## src/rtl/card_fault_status.sv

```systemverilog
module card_fault_status #(
  parameter int SYNC_STAGES = 2
) (
  input  logic       clk,
  input  logic       rst_n,
  input  logic       pres_a,
  input  logic       pres_b,
  input  logic       vflt_a,
  input  logic       rflt_a,
  input  logic       vflt_b,
  input  logic       rflt_b,
  input  logic       alarm,
  input  logic       overtemp,
  input  logic       aux_in,
  input  logic       aux_en,
  input  logic       rd_stb,
  output logic [7:0] rd_data,
  output logic       irq_n,
  output logic       start_clr
);
  localparam int NIN = 9;
  localparam logic [NIN-1:0] IDLE = 9'h040;
  localparam logic [6:0] STAT_RST = 7'h10;

  logic [NIN-1:0] pin_v, now_v, was_v;
  logic [NIN-1:0] sq [SYNC_STAGES];
  logic [6:0] stat, set_v, clr_v;
  logic alarm_s, flt_a_now, flt_a_was, flt_b_now, flt_b_was;

  assign pin_v = {aux_in, overtemp, alarm, rflt_b, vflt_b, rflt_a, vflt_a, pres_b, pres_a};

  always_ff @(posedge clk or negedge rst_n) begin
    if (!rst_n) begin
      for (int i = 0; i < SYNC_STAGES; i++) sq[i] <= IDLE;
      was_v <= IDLE;
    end else begin
      sq[0] <= pin_v;
      for (int i = 1; i < SYNC_STAGES; i++) sq[i] <= sq[i-1];
      was_v <= now_v;
    end
  end

  assign now_v     = sq[SYNC_STAGES-1];
  assign alarm_s   = now_v[6];
  assign flt_a_now = now_v[2] | now_v[3];
  assign flt_a_was = was_v[2] | was_v[3];
  assign flt_b_now = now_v[4] | now_v[5];
  assign flt_b_was = was_v[4] | was_v[5];

  assign set_v = {flt_b_now & ~flt_b_was,
                  flt_a_now & ~flt_a_was,
                  alarm_s,
                  now_v[1] ^ was_v[1],
                  now_v[0] ^ was_v[0],
                  now_v[8] ^ was_v[8],
                  now_v[7] & ~was_v[7]};

  assign clr_v = rd_stb ? {2'b11, ~alarm_s, 2'b11, aux_en, 1'b1} : 7'h00;

  always_ff @(posedge clk or negedge rst_n) begin
    if (!rst_n) stat <= STAT_RST;
    else        stat <= (stat & ~clr_v) | set_v;
  end

  assign rd_data   = {1'b0, stat};
  assign irq_n     = ~(|{stat[6:5], stat[3:2], stat[0]} | (stat[1] & aux_en) | alarm_s);
  assign start_clr = |{stat[6:2], stat[0]};
endmodule


```

## config.mk

```make
export PLATFORM = sky130hd
export DESIGN_NAME = card_fault_status
export DESIGN_NICKNAME = d
export VERILOG_FILES = /design/src/rtl/card_fault_status.sv
export SDC_FILE = /design/constraint.sdc
export NUM_CORES = 1
export LEC_CHECK = 0
export ABC_AREA = 0
export BUFFER_PORTS_ARGS = -buffer_cell sky130_fd_sc_hd__clkbuf_2
export CORE_MARGIN = 2
export CORE_UTILIZATION = 27
export CTS_CLUSTER_SIZE = 25
export DETAILED_ROUTE_END_ITERATION = 12
export PLACE_DENSITY = 0.44
export SKIP_LAST_GASP = 1
export SYNTH_ARGS = -nofsm -noshare
export SYNTH_HDL_FRONTEND = slang
export SYNTH_SLANG_ARGS = --single-unit
export TNS_END_PERCENT = 10
```

## constraint.sdc

```tcl
create_clock -name clk -period 2.6 [get_ports clk]
set_input_delay 0.52 -clock clk [delete_from_list [all_inputs] [get_ports clk]]
set_output_delay 0.52 -clock clk [all_outputs]
set_load 0.1 [all_outputs]
```

== Word-level counts from Yosys, hierarchy flattened ==
Cells that the tools add are included.
Word-level totals
  bits of input ports: 13
  output and inout port bits: 10
  flip-flop bits (word level): 34
  logic and storage cells: 28
Operators by class
  multiplexer cells: 1
  bitwise operators: 21
  reduce and logical (&&, ||, !) cells: 2
Operator list (number)
  7-bit AND: 1
  7-bit two-way mux: 1
  7-bit inverter: 1
  7-bit OR: 1
  1-bit OR: 6
  6-bit OR reduction: 1
  1-bit inverter: 5
  5-bit OR reduction: 1
  1-bit AND: 4
  1-bit bitwise XOR: 3

== Longest topological paths before layout ==
  depth after elaboration: 5
  mapped depth: 2
  depth with buffers taken out: 2

== Worst setup path before layout ==
Ideal clock, no wire load.
  path kind: flip-flop to output port
  start point: reg stat[3]
  end point: out irq_n
  path buffers: 0
  path slack: 0.169 ns
  arrival time: 1.911 ns
  cell stages (with the launch flop): 3
  cell sequence: dfrtp_1 nor4_1 and3_1
On the way
  word-level cells in the longest chain between the ends: 4
RTL lines
  start: declaration: RTL line 27  | logic [6:0] stat, set_v, clr_v;
  start signal: assignment: RTL line 62  | else stat <= (stat & ~clr_v) | set_v;
  5-bit OR reduction: RTL line 66  | assign irq_n = ~(|{stat[6:5], stat[3:2], stat[0]} | (stat[1] & aux_en) | alarm_s);
  1-bit OR (2 in series): RTL line 66
  1-bit inverter: RTL line 66
  end: declaration: RTL line 18  | output logic irq_n,
Every way passes these cells.

== Worst setup path after layout ==
Same ends and word-level chain as after synthesis.

==> results.sh <==
export IMPL_postCtsResizedCells=0
export IMPL_area_growth_syn_to_layout_pct=22.96
export IMPL_yosysTopAreaCell="dfrtp_1"
export IMPL_grt_start_max_net_pins=34
export IMPL_max_freq_mhz=463.1
export IMPL_drive_gt1_share_pct=38.37
export IMPL_start_kind="flop"
export IMPL_swShare_pct=28.54
export IMPL_hold_ws_ps=252.8
export IMPL_dpl_hpwl_um=886.6
export IMPL_path_class="reg2out"
export IMPL_hp_class="in2async"
export IMPL_viasPerCell=3.758
export IMPL_htreeDepth=2
export IMPL_dieWidth_um=64.28
export IMPL_status="completed"
export IMPL_synth_area_per_cell_sq_um=16.91
export IMPL_clk_latency_ps=330
export IMPL_power_frac_seq_pct=55.3
export IMPL_hold_buffers=0
export IMPL_drtAntennaViolNets=0
export IMPL_critical_path_max_stage_delay_ps=450
export IMPL_rr_endpoint="stat[3]$_DFF_PN0_"
export IMPL_skew_ps=9.636
export IMPL_grt_pass1_wl_um=2297
export IMPL_leakagePower_nw=0.5865
export IMPL_fin_crit_sh_pct=83.06
export IMPL_first_pass_iters=2
export IMPL_clkTransAtPathRegs_ps=100
export IMPL_comb_power_share_pct=13.4
export IMPL_gr_total_overflow=0
export IMPL_worstRegToRegCells=2
export IMPL_peakVddDrop_v=0.0003021
export IMPL_reg2reg_from="now_v[1]$_DFF_PN0_"
export IMPL_rsz0062_at_grt="no"
export IMPL_drc=0
export IMPL_num_vias=496
export IMPL_finalSetupTns_ps=0
export IMPL_synthTopCellsByArea="dfrtp_1 (77%), dfstp_2 (8.0%), xor2_1 (2.7%)"
export IMPL_final_util_pct=35.31
export IMPL_p_clk_share_pct=31.3
export IMPL_drt_iter0_drc=21
export IMPL_setup_viol=0
export IMPL_maxSlewHeadroom_pct=48.08
export IMPL_antenna_found_initial=0
export IMPL_max_cap_violations=0
export IMPL_yosysUniqueCellTypes=14
export IMPL_end_kind="output port"
export IMPL_num_antenna_cells=0
export IMPL_numPlacedInstances=124
export IMPL_core_sq_mm=0.003416
export IMPL_p_int_uw=726.5
export IMPL_start_util_pct=28.72
export IMPL_power_switching_uw=290.2
export IMPL_grt_use_total_pct=8.095
export IMPL_nets=98
export IMPL_routed_wl_met2_um=551
export IMPL_met1_length_um=596
export IMPL_cts_root_buf="clkbuf_4"
export IMPL_drt_total_wl_um=1320
export IMPL_synth_top_area_share_pct=76.53
export IMPL_cts_made_buffers=5
export IMPL_top_level_ports=23
export IMPL_die_y_um=64.28
export IMPL_wl_met3_um=142
export IMPL_worstPathCellList="nor4_1 -> and3_1 -> clkbuf_2"
export IMPL_clock_sinks=33
export IMPL_rrSetupSlack_ps=1780
export IMPL_p_per_area_mw_per_mm2=842.9
export IMPL_postSynthCellCount=58
export IMPL_finalWeightedCongestion=0.6507
export IMPL_hold_viol=0
export IMPL_critPathArrivalTime_ps=1640
export IMPL_path_max_fanout=4
export IMPL_clk_path_buf_depth=2
export IMPL_required_ps=2080
export IMPL_dieArea_sq_mm=0.004131
export IMPL_synth_seq_area_share_pct=84.57
export IMPL_finalNonFillerCells=132
export IMPL_top_layer="met4"
export IMPL_yosys_warnings=0
export IMPL_synth_nets=71
export IMPL_tightest_slew_ps=778.8
export IMPL_grt_pass1_vias=508
export IMPL_crit_slowest_cell="clkbuf_2"
export IMPL_num_rows=21
export IMPL_ys_ff_latch=33
export IMPL_port_buffers=21
export IMPL_cts_setup_buffers=0
export IMPL_wl_per_cell_um=10.00
export IMPL_cts_tree="built"
export IMPL_fin_crit_ps=2160
export IMPL_syn_area_sq_um=980.9
export IMPL_final_max_slew_viol_count=0
## cells by family after synthesis
family | count (synthesis) | share of synthesized area [%]
AND/OR/NAND/NOR | 9 | 4.209
other | 1 | 0.3823
buffers and inverters | 5 | 2.296
flip-flops | 33 | 84.57
XOR/XNOR | 3 | 2.679
AO/OA/AOI/OAI | 7 | 5.868
## synth_stat cells
library cell	number
dfrtp_1	30
nor4_1	2
a21o_2	1
o32ai_1	2
a21o_1	3
xor2_1	3
nand2_1	3
and3_1	1
dfstp_2	3
conb_1	1
nor2_1	3
buf_4	1
inv_1	4
a22o_1	1
## worst max-delay path by stage
stage / startpoint / end / slack [ps]
after floorplan: stat[3]$_DFF_PN0_ / irq_n / 170
after global placement: stat[6]$_DFF_PN0_ / irq_n / 830
after detailed placement: stat[3]$_DFF_PN0_ / irq_n / 800
after CTS: stat[3]$_DFF_PN0_ / irq_n / 420
after global routing: stat[3]$_DFF_PN0_ / irq_n / 340
final: stat[3]$_DFF_PN0_ / irq_n / 440
## cell type report
type	count	area, sq um
well taps	46	57.56
clock buffers	7	65.06
repair buffers	21	105.1
clock inverters	1	5.005
fillers	342	2210
flip-flops and latches	33	829.5
multi-input cells	20	128.9
inverters	4	15.01
## routing by layer
layer  GRT usage, %  vias to the layer above
li1               -                      241
met1          9.174                      228
met2          10.29                       22
met3          6.162                        5
met4          5.585                        0
met5              0                        -
## critical path, delay by kind of cell, from the launching register on
kind                   cells  cell delay [ps]
buffers and inverters      1              450
AND/OR/NAND/NOR            2              460
flip-flops                 1              420
## metrics by stage
stage / setup slack, ps / power (mW) / instance area [sq um]
3_5_place_dp: 798.9 / 0.7114 / 1136
5_1_grt: 336.3 / 1.072 / 1206
4_1_cts: 419.3 / 1.035 / 1206
3_3_place_gp: 830.9 / 0.7094 / 1136
6_report: 440.4 / 1.017 / 1206
2_1_floorplan: 168.6 / 0.6747 / 980.9
## power by group through the flow
| stage | Sequential, mW | Clock (mW) | Combinational [mW] |
|---|---|---|---|
| 2_1_floorplan | 0.647 | 0 | 0.0273 |
| 3_3_place_gp | 0.572 | 0 | 0.137 |
| 3_5_place_dp | 0.574 | 0 | 0.138 |
| 4_1_cts | 0.563 | 0.333 | 0.138 |
| 5_1_grt | 0.568 | 0.361 | 0.143 |
| 6_report | 0.563 | 0.318 | 0.136 |
## flip-flops by register name, indices dropped and copies added, names as in the netlist
register	cells
now_v	9
sq	9
was_v	8
stat	7
## layout by cell type, fill, tap and decap left out, drive strengths merged, types with 2 or more instances in the layout
cell,netlist,final
nor2,3,3
xor2,3,3
clkbuf,0,28
nor4,2,2
inv,4,4
dfstp,3,3
nand2,3,3
o32ai,2,2
a21o,4,4
dfrtp,30,30
No activity file was read; power rests on OpenSTA's default activity.
